`config.mk`:
```
export PLATFORM = sky130hd
export DESIGN_NAME = rir_regulator
export DESIGN_NICKNAME = d
export VERILOG_FILES = /design/src/rtl/rir_pkg.sv /design/src/rtl/rir_bucket.sv /design/src/rtl/rir_gap.sv /design/src/rtl/rir_ctrl.sv /design/src/rtl/rir_regulator.sv
export SDC_FILE = /design/constraint.sdc
export NUM_CORES = 1
export LEC_CHECK = 0
export BUFFER_PORTS_ARGS = -buffer_cell sky130_fd_sc_hd__buf_4
export CAP_MARGIN = 25
export CORE_AREA = 4 4 104 106
export CTS_CLUSTER_DIAMETER = 40
export DETAILED_ROUTE_END_ITERATION = 6
export DIE_AREA = 0 0 108 110
export HOLD_SLACK_MARGIN = 0.1
export PLACE_DENSITY = 0.77
export RECOVER_POWER = 25
export SYNTH_ARGS = -nofsm -noshare
export SYNTH_HDL_FRONTEND = slang
export SYNTH_SLANG_ARGS = --single-unit
```
`constraint.sdc`:
```
create_clock -name clk -period 6.9 [get_ports clk]
set_input_delay 0.69 -clock clk [delete_from_list [all_inputs] [get_ports clk]]
set_output_delay 0.69 -clock clk [all_outputs]
set_load 0.01 [all_outputs]
```
`src/rtl/rir_pkg.sv`:
```
package rir_pkg;
  typedef enum logic [1:0] {
    ST_HEAD = 2'd0,
    ST_FWD  = 2'd1,
    ST_DUMP = 2'd2
  } rir_state_e;
endpackage

```
`src/rtl/rir_bucket.sv`:
```
module rir_bucket #(
  parameter int LEN_W  = 8,
  parameter int FRAC_W = 8
) (
  input  logic              clk,
  input  logic              rst,
  input  logic [FRAC_W:0]   rate,
  input  logic [LEN_W-1:0]  burst,
  input  logic              spend_en,
  input  logic [LEN_W-1:0]  want_len,
  output logic              enough
);
  localparam int CW = LEN_W + FRAC_W;

  logic [CW-1:0] credit;
  logic [CW:0]   sum;
  logic [CW:0]   cap;
  logic [CW:0]   cost;

  always_comb begin
    cap  = {1'b0, burst, {FRAC_W{1'b0}}};
    cost = spend_en ? {1'b0, want_len, {FRAC_W{1'b0}}} : '0;
    sum  = {1'b0, credit} - cost + {{LEN_W{1'b0}}, rate};
  end

  assign enough = ({1'b0, credit} >= {1'b0, want_len, {FRAC_W{1'b0}}});

  always_ff @(posedge clk) begin
    if (rst) begin
      credit <= '0;
    end else if (sum > cap) begin
      credit <= cap[CW-1:0];
    end else begin
      credit <= sum[CW-1:0];
    end
  end
endmodule

```
`src/rtl/rir_gap.sv`:
```
module rir_gap #(
  parameter int GAP_W = 8
) (
  input  logic             clk,
  input  logic             rst,
  input  logic             load,
  input  logic [GAP_W-1:0] gap,
  output logic             open
);
  logic [GAP_W-1:0] cnt;

  assign open = (cnt == '0);

  always_ff @(posedge clk) begin
    if (rst) begin
      cnt <= '0;
    end else if (load) begin
      cnt <= gap;
    end else if (cnt != '0) begin
      cnt <= cnt - 1'b1;
    end
  end
endmodule

```
`src/rtl/rir_ctrl.sv`:
```
module rir_ctrl
  import rir_pkg::*;
#(
  parameter int LEN_W = 8
) (
  input  logic             clk,
  input  logic             rst,
  input  logic             bypass,
  input  logic [LEN_W-1:0] min_len,
  input  logic [LEN_W-1:0] max_len,
  input  logic             in_valid,
  input  logic [LEN_W-1:0] in_len,
  input  logic             credit_ok,
  input  logic             gap_open,
  input  logic             out_free,
  output logic             in_ready,
  output logic             fwd_fire,
  output logic             spend,
  output logic             tail,
  output logic             err
);
  rir_state_e       state;
  logic [LEN_W-1:0] left;
  logic             bad_len;
  logic             fire;

  assign bad_len = (in_len == '0) || (in_len < min_len) || (in_len > max_len);

  always_comb begin
    in_ready = 1'b0;
    tail     = 1'b0;
    case (state)
      ST_HEAD: begin
        tail = (in_len == LEN_W'(1));
        if (bad_len) in_ready = 1'b1;
        else         in_ready = out_free && (bypass || (gap_open && credit_ok));
      end
      ST_FWD: begin
        tail     = (left == LEN_W'(1));
        in_ready = out_free && (bypass || gap_open);
      end
      default: in_ready = 1'b1;
    endcase
  end

  assign fire     = in_valid && in_ready;
  assign fwd_fire = fire && ((state == ST_FWD) || (state == ST_HEAD && !bad_len));
  assign spend    = fire && (state == ST_HEAD) && !bad_len && !bypass;

  always_ff @(posedge clk) begin
    if (rst) begin
      state <= ST_HEAD;
      left  <= '0;
      err   <= 1'b0;
    end else if (fire) begin
      case (state)
        ST_HEAD: begin
          if (bad_len) err <= 1'b1;
          if (in_len > LEN_W'(1)) begin
            left  <= in_len - 1'b1;
            state <= bad_len ? ST_DUMP : ST_FWD;
          end
        end
        default: begin
          left <= left - 1'b1;
          if (left == LEN_W'(1)) state <= ST_HEAD;
        end
      endcase
    end
  end
endmodule

```
`src/rtl/rir_regulator.sv`:
```
module rir_regulator #(
  parameter int DATA_W = 32,
  parameter int LEN_W  = 8,
  parameter int FRAC_W = 8,
  parameter int GAP_W  = 8
) (
  input  logic              clk,
  input  logic              rst,
  input  logic              cfg_bypass,
  input  logic [FRAC_W:0]   cfg_rate,
  input  logic [LEN_W-1:0]  cfg_burst,
  input  logic [GAP_W-1:0]  cfg_gap,
  input  logic [LEN_W-1:0]  cfg_min_len,
  input  logic [LEN_W-1:0]  cfg_max_len,
  input  logic              in_valid,
  output logic              in_ready,
  input  logic [DATA_W-1:0] in_data,
  input  logic [LEN_W-1:0]  in_len,
  output logic              out_valid,
  input  logic              out_ready,
  output logic [DATA_W-1:0] out_data,
  output logic              out_last,
  output logic              len_err
);
  logic credit_ok;
  logic gap_open;
  logic out_free;
  logic fwd_fire;
  logic spend;
  logic tail;

  assign out_free = !out_valid || out_ready;

  rir_bucket #(.LEN_W(LEN_W), .FRAC_W(FRAC_W)) i_bucket (
    .clk(clk), .rst(rst), .rate(cfg_rate), .burst(cfg_burst),
    .spend_en(spend), .want_len(in_len), .enough(credit_ok)
  );

  rir_gap #(.GAP_W(GAP_W)) i_gap (
    .clk(clk), .rst(rst), .load(fwd_fire), .gap(cfg_gap), .open(gap_open)
  );

  rir_ctrl #(.LEN_W(LEN_W)) i_ctrl (
    .clk(clk), .rst(rst), .bypass(cfg_bypass),
    .min_len(cfg_min_len), .max_len(cfg_max_len),
    .in_valid(in_valid), .in_len(in_len),
    .credit_ok(credit_ok), .gap_open(gap_open), .out_free(out_free),
    .in_ready(in_ready), .fwd_fire(fwd_fire), .spend(spend),
    .tail(tail), .err(len_err)
  );

  always_ff @(posedge clk) begin
    if (rst) begin
      out_valid <= 1'b0;
      out_data  <= '0;
      out_last  <= 1'b0;
    end else if (fwd_fire) begin
      out_valid <= 1'b1;
      out_data  <= in_data;
      out_last  <= tail;
    end else if (out_ready) begin
      out_valid <= 1'b0;
    end
  end
endmodule

```
## Word-level counts from Yosys, hierarchy flattened

Cells that the tools add are included.

- $add $sub $neg: 5
- Magnitude comparators: 5
- Equal/unequal tests: 4
- Multiplexer cells: 15
- Reduce and logical (&&, ||, !) cells: 29

Operators by type and width:

| kind | number |
|---|---|
| $mux 16 | 2 |
| $mux 8 | 4 |
| $sub 8x1->8 const B | 3 |
| $add 17x9->17 | 1 |
| $gt 17x16->1 | 1 |
| $sub 16x17->17 | 1 |
| $eq 8x1->1 const B | 2 |
| $ge 16x16->1 | 1 |
| $logic_not 8->1 | 2 |
| $logic_and 1x1->1 | 9 |
| $gt 8x1->1 const B | 1 |
| $gt 8x8->1 | 1 |
| $lt 8x8->1 | 1 |
| $mux 2 | 4 |
| $reduce_bool 8->1 | 1 |
| $logic_or 1x1->1 | 6 |
| $reduce_and 3->1 | 2 |
| $reduce_bool 2->1 | 3 |
| $pmux 1 s2 | 2 |
| $logic_not 1->1 | 3 |
| $mux 1 | 3 |
| $eq 2x1->1 const B | 1 |
| $logic_not 2->1 | 1 |
| $ne 2x2->1 const B | 1 |
| 2 further kinds | 2 |

- Register bits: 69
- Bits of input ports: 86
- Output and inout bits: 36
- Logic and storage cells: 67

## Longest topological paths before layout

- Word-level depth: 15
- Gate-level depth with buffers: 26
- Depth with buffers taken out: 25

## Modules after synthesis

A second synthesis with hierarchy kept.

- Cell total of the unflattened synthesis: 615
- Area total of the unflattened synthesis: 5165.0 µm²

Modules (own cells, without submodules):

| module | instances | cells an instance | area each (µm²) | sequential area each (µm²) |
|---|---|---|---|---|
| rir_bucket | 1 | 261 | 2054.5 | 320.3 |
| rir_ctrl | 1 | 190 | 1396.3 | 220.2 |
| rir_regulator | 1 | 111 | 1238.7 | 680.7 |
| rir_gap | 1 | 53 | 475.5 | 160.2 |

## Worst setup path after synthesis

No wires, ideal clock.

- Kind: input-to-reg
- Start: in cfg_max_len[7]
- End: reg i_bucket.credit[8]
- Library setup time: 0.121 ns
- Arrival time: 5.805 ns
- Required time: 6.779 ns
- Path slack: 0.974 ns
- Stages: 25
- Path buffers: 1
- Cell sequence: inv_1 ha_1 a21oi_1 o21ai_0 o21ai_0 o211ai_1 or2_2 nor3_1 nand2_1 ha_1 ha_1 nand3_1 a21boi_0 inv_1 a211oi_1 o311ai_0 nor3b_1 ha_1 nand4b_1 nor4_1 o2111ai_1 o32ai_1 o21a_1 buf_2 mux2_2

- Longest elaborated chain between the ends: 13
- Elaborated cells between the ends (all ways): 14
- Those cells by class: add/sub (2); order compare (2); mux (4); reduce/logical (6)

RTL lines:

| what | line | text |
|---|---|---|
| start: declaration | rir_regulator.sv:14 | `input logic [LEN_W-1:0] cfg_max_len,` |
| $gt 8x8->1 (*) | rir_ctrl.sv:27 | `assign bad_len = (in_len == '0) \|\| (in_len < min_len) \|\| (in_len > max_len);` |
| $logic_or 1x1->1 (*) | rir_ctrl.sv:27 |  |
| $mux 1 | rir_ctrl.sv:35 | `if (bad_len) in_ready = 1'b1;` |
| $pmux 1 s2 | rir_ctrl.sv:32 | `case (state)` |
| $logic_and 1x1->1 | rir_ctrl.sv:46 | `assign fire = in_valid && in_ready;` |
| $logic_and 1x1->1 | rir_ctrl.sv:48 | `assign spend = fire && (state == ST_HEAD) && !bad_len && !bypass;` |
| $logic_and 1x1->1 (*) (2 in series) | rir_ctrl.sv:48 |  |
| $mux 16 (*) | rir_bucket.sv:22 | `cost = spend_en ? {1'b0, want_len, {FRAC_W{1'b0}}} : '0;` |
| $sub 16x17->17 (*) | rir_bucket.sv:23 | `sum = {1'b0, credit} - cost + {{LEN_W{1'b0}}, rate};` |
| $add 17x9->17 (*) | rir_bucket.sv:23 |  |
| $gt 17x16->1 | rir_bucket.sv:31 | `end else if (sum > cap) begin` |
| $mux 16 (*) | rir_bucket.sv:31 |  |
| end signal: assignment | rir_bucket.sv:32 | `credit <= cap[CW-1:0];` |
| end signal: assignment | rir_bucket.sv:34 | `credit <= sum[CW-1:0];` |
| end: declaration | rir_bucket.sv:15 | `logic [CW-1:0] credit;` |

Every way passes the cells marked *; elsewhere a longest branch is shown, timed or not.
A chain may end at the register's enable or synchronous reset.

## Final worst setup path

- Start: in in_len[2]
- End: reg i_bucket.credit[8]

- Longest elaborated chain between the ends: 15
- Elaborated cells between the ends (all ways): 21
- Those cells by class: add/sub (2); order compare (4); mux (4); reduce/logical (11)

RTL lines:

| what | line | text |
|---|---|---|
| start: declaration | rir_regulator.sv:18 | `input logic [LEN_W-1:0] in_len,` |
| $ge 16x16->1 | rir_bucket.sv:26 | `assign enough = ({1'b0, credit} >= {1'b0, want_len, {FRAC_W{1'b0}}});` |
| $logic_and 1x1->1 | rir_ctrl.sv:36 | `else in_ready = out_free && (bypass \|\| (gap_open && credit_ok));` |
| $logic_or 1x1->1 | rir_ctrl.sv:36 |  |
| $logic_and 1x1->1 | rir_ctrl.sv:36 |  |
| $mux 1 | rir_ctrl.sv:35 |  |
| $pmux 1 s2 | rir_ctrl.sv:32 |  |
| $logic_and 1x1->1 | rir_ctrl.sv:46 |  |
| $logic_and 1x1->1 (3 in series) | rir_ctrl.sv:48 |  |
| $mux 16 (*) | rir_bucket.sv:22 |  |
| $sub 16x17->17 (*) | rir_bucket.sv:23 |  |
| $add 17x9->17 (*) | rir_bucket.sv:23 |  |
| $gt 17x16->1 | rir_bucket.sv:31 |  |
| $mux 16 (*) | rir_bucket.sv:31 |  |

Marked as above.

==> results.ini <==
[drt]
vias = 5358
via_per_inst = 5.712
drtIter0Drc = 325
wire_per_inst_um = 15.54
drc_errors = 0
drtPass1Iterations = 7
antenna_left = 0
drt-total-wl_um = 14570

[sta]
final.period_utilization_pct = 91.66
tightestPinTransition_ns = 0.9143
fin_crit_ns = 6.325
skew_ns = 0.01127
fmax_mhz = 158.1
worst_slew_margin_rel_pct = 38.38
tns_ns = 0
maxSlewViolCount = 0
hold_viol = 0
setup_viol = 0
rsz0062_at_grt = no
layout_setup_ws_ns = 0.5753

[floorplan]
pin_count = 122
die_x_um = 108
die_h_um = 110
die_area_um2 = 11880
core_um2 = 9774
start_util_pct = 54.22
rows = 36

[synthesis]
yosys_most_used_dff = dfxtp_1
ys_types = 67
synth_largest_area_cell = dfxtp_1
synth_edf_count = 0
syn_area_per_cell_um2 = 7.615
ys_warn_count = 0
synth-seq-cells = 69
ys_seq_area_share_pct = 26.06
async_reset_ff_share_pct = 0
syn_area_um2 = 5300
synth_nets = 851
yosys.area.top_type_share_pct = 26.06
synthCells = 696
synth_area_leaders = dfxtp_1 26%, ha_1 16%, a21oi_1 7.0%, inv_1 5.9%, o21ai_0 5.9%

[pwr]
clkPwrFrac_pct = 15.0
seqPwrFrac_pct = 23.4
p_leak_nw = 2.864
combPwrFrac_pct = 61.6
peakVddDrop_v = 0.0003141
powerDensity_nw_per_um2 = 351.1
intPower_w = 0.001237
p_sw_w = 0.001007
sw_frac_of_total_pct = 44.89

[global_routing]
grt_pass1_wl_um = 23810
grt_start_max_net_pins = 58
antenna_found_initial = 0
grt-ovfl-total = 0
grt_usage_pct = 24.64
grt_pass1_vias = 5269

[clock_tree]
post_cts_buffers = 0
cts_hold_buf = 0
clock-root-buffer = clkbuf_8
cts_buffers = 9
cts_resized = 0
clk-insertion-delay-late_ns = 0.36
cts_tree = yes
clk_pin_slew_ns = 0.08
cts-htree-levels = 3
ctsLongestPathBuffers = 2
clock_sinks = 69

[critical_path]
crit_path_start_kind = input port
reg2reg_from = i_bucket.credit[3]
end_kind = register
startpoint = in_len[2]
cp_max_fo = 7
required_ns = 7.15
cp.arrival_ns = 6.57
criticalPathCategory = in -> reg

[layout]
antenna_cells = 0
syn_to_final_growth_pct = 20.61
layout.nets = 955
n_fill_cell = 860
drive_gt1_share_pct = 17.27

[outcome]
outcome = complete, no violations

[placed_design]
gp_congestion = 0.9177
pre_cts_ws_ns = 0.02109
port_buffers = 121
dp_hpwl_um = 11160

[hold_path]
hold_path.startpoint = out_data[26]
hold_class = reg -> reg

[run]
max-cap-violations = 0

-- logic make-up after synthesis --
logic type,share of synthesized area [%]
AOI/OAI and AO/OA,23.47
DFF,26.06
adders and majority gates,16.43
xor gates and xnor gates,2.974
buffers and inverters,8.876
muxes,1.936
and+or+nand+nor,20.25
-- cells in the final DEF, fill, tap and decap left out, types with 3 or more instances in the layout --
master and instances:
buf_4 102, inv_1 83, a21oi_1 74, dfxtp_1 69
ha_1 68, o21ai_0 61, nand2_1 50, nand3_1 48
nor2_1 33, clkbuf_1 26, xnor2_1 14, nor3_1 12
nor4_1 10, nand2b_1 9, clkbuf_8 9, a21o_1 8
mux2i_1 8, a211oi_1 7, o32ai_1 7, and3_1 6
o211ai_1 6, nor3b_1 5, a31oi_1 5, o21a_1 5
or3_1 5, nor2b_1 5, nand4_1 4, o31ai_1 4
xor2_1 4, or4_1 3, or2_2 3
-- flip-flops by register name (all words and copies together), names as in the netlist --
register / cells
out_data: 32
i_bucket.credit: 16
i_ctrl.state: 2
i_ctrl.err: 1
i_ctrl.left: 8
out_valid: 1
out_last: 1
i_gap.cnt: 8
-- critical path, stage by stage --
cell	delay, ns
buf_4	0.14
ha_1	0.29
a21o_1	0.18
a31oi_1	0.14
o21ai_0	0.11
a221oi_1	0.62
or2_2	0.27
nor4_1	0.08
fa_1	0.50
inv_1	0.04
ha_1	0.22
nand3_1	0.12
a21boi_0	0.22
inv_1	0.08
a211oi_1	0.49
o311ai_0	0.24
nor3b_1	0.19
ha_1	0.32
nand4b_1	0.10
nor4_1	0.38
o2111ai_1	0.23
o32ai_2	0.35
o21a_1	0.24
mux2_2	0.34
-- power groups by stage --
| stage | combinational (W) | clock (W) | sequential, W |
|---|---|---|---|
| 3_3_place_gp | 0.00131 | 0 | 0.000531 |
| 3_5_place_dp | 0.00136 | 0 | 0.000532 |
| 5_1_grt | 0.00155 | 0.000358 | 0.000532 |
| 4_1_cts | 0.00137 | 0.000342 | 0.000523 |
| 6_report | 0.00138 | 0.000337 | 0.000524 |
| 2_1_floorplan | 0.00103 | 0 | 0.000517 |
-- path summary, 6_finish.rpt --
kind	endpoint	slack [ns]	cells after the start
worst max-delay path	i_bucket.credit[8]	0.58	24
worst min-delay path	out_data[26]	0.48	2
worst max register to register	i_bucket.credit[8]	0.82	21
worst min register to register	out_data[26]	0.48	2
-- stage by stage --
stage / area [um2] / std cells / hold slack [ns] / total power, W / util [%]
2_1_floorplan: 5300 / 696 / 0.4444 / 0.001550 / -
3_3_place_gp: 6280 / 922 / 0.4587 / 0.001843 / 64.25
3_5_place_dp: 6280 / 922 / 0.4629 / 0.001892 / 64.25
4_1_cts: 6477 / 938 / 0.4791 / 0.002234 / 66.27
5_1_grt: 6392 / 938 / 0.4930 / 0.002438 / 65.40
6_report: 6392 / 938 / 0.4784 / 0.002244 / 65.40
-- layer usage --
layer	routed length [um]	part of all wire (%)	global-route usage [%]	vias up
li1	-	-	-	2681
met1	6060	42	29.43	2472
met2	7326	50	44.09	169
met3	755	5.2	3.786	36
met4	429	2.9	10.46	0
met5	0	0	0	-
-- cells in the mapped netlist, types with 2 or more instances --
cell type,instances
nor2_1,33
or2_2,3
nor4_1,10
nand3_1,48
a21o_1,8
nor3_1,13
nor2b_1,5
o21a_1,5
nand2b_1,9
nand2_1,50
or3_1,5
o21ai_0,62
dfxtp_1,69
clkbuf_1,26
inv_1,83
o211ai_1,6
buf_4,2
a31oi_1,5
mux2_2,2
xnor2_1,14
nand4_1,4
a21oi_1,74
buf_2,5
o31ai_1,4
and2_1,2
mux2i_1,8
o221ai_1,2
or4_1,3
xor2_1,4
nor3b_1,5
a211o_1,2
o2111ai_1,2
and3_1,6
a21boi_0,2
ha_1,68
a211oi_1,7
o211a_1,2
nand3b_1,2
o32ai_1,8
-- cell type report --
class	instances	area, um2	area share (%)
clock buffers	9	123.9	1.938
clock inverters	7	73.82	1.155
inverters	83	311.5	4.874
multi-input cells	509	3472	54.32
flip-flops and latches	69	1381	21.61
well taps	133	166.4	2.603
repair buffers	128	863.3	13.51
Power figures use the tool's default switching activity.
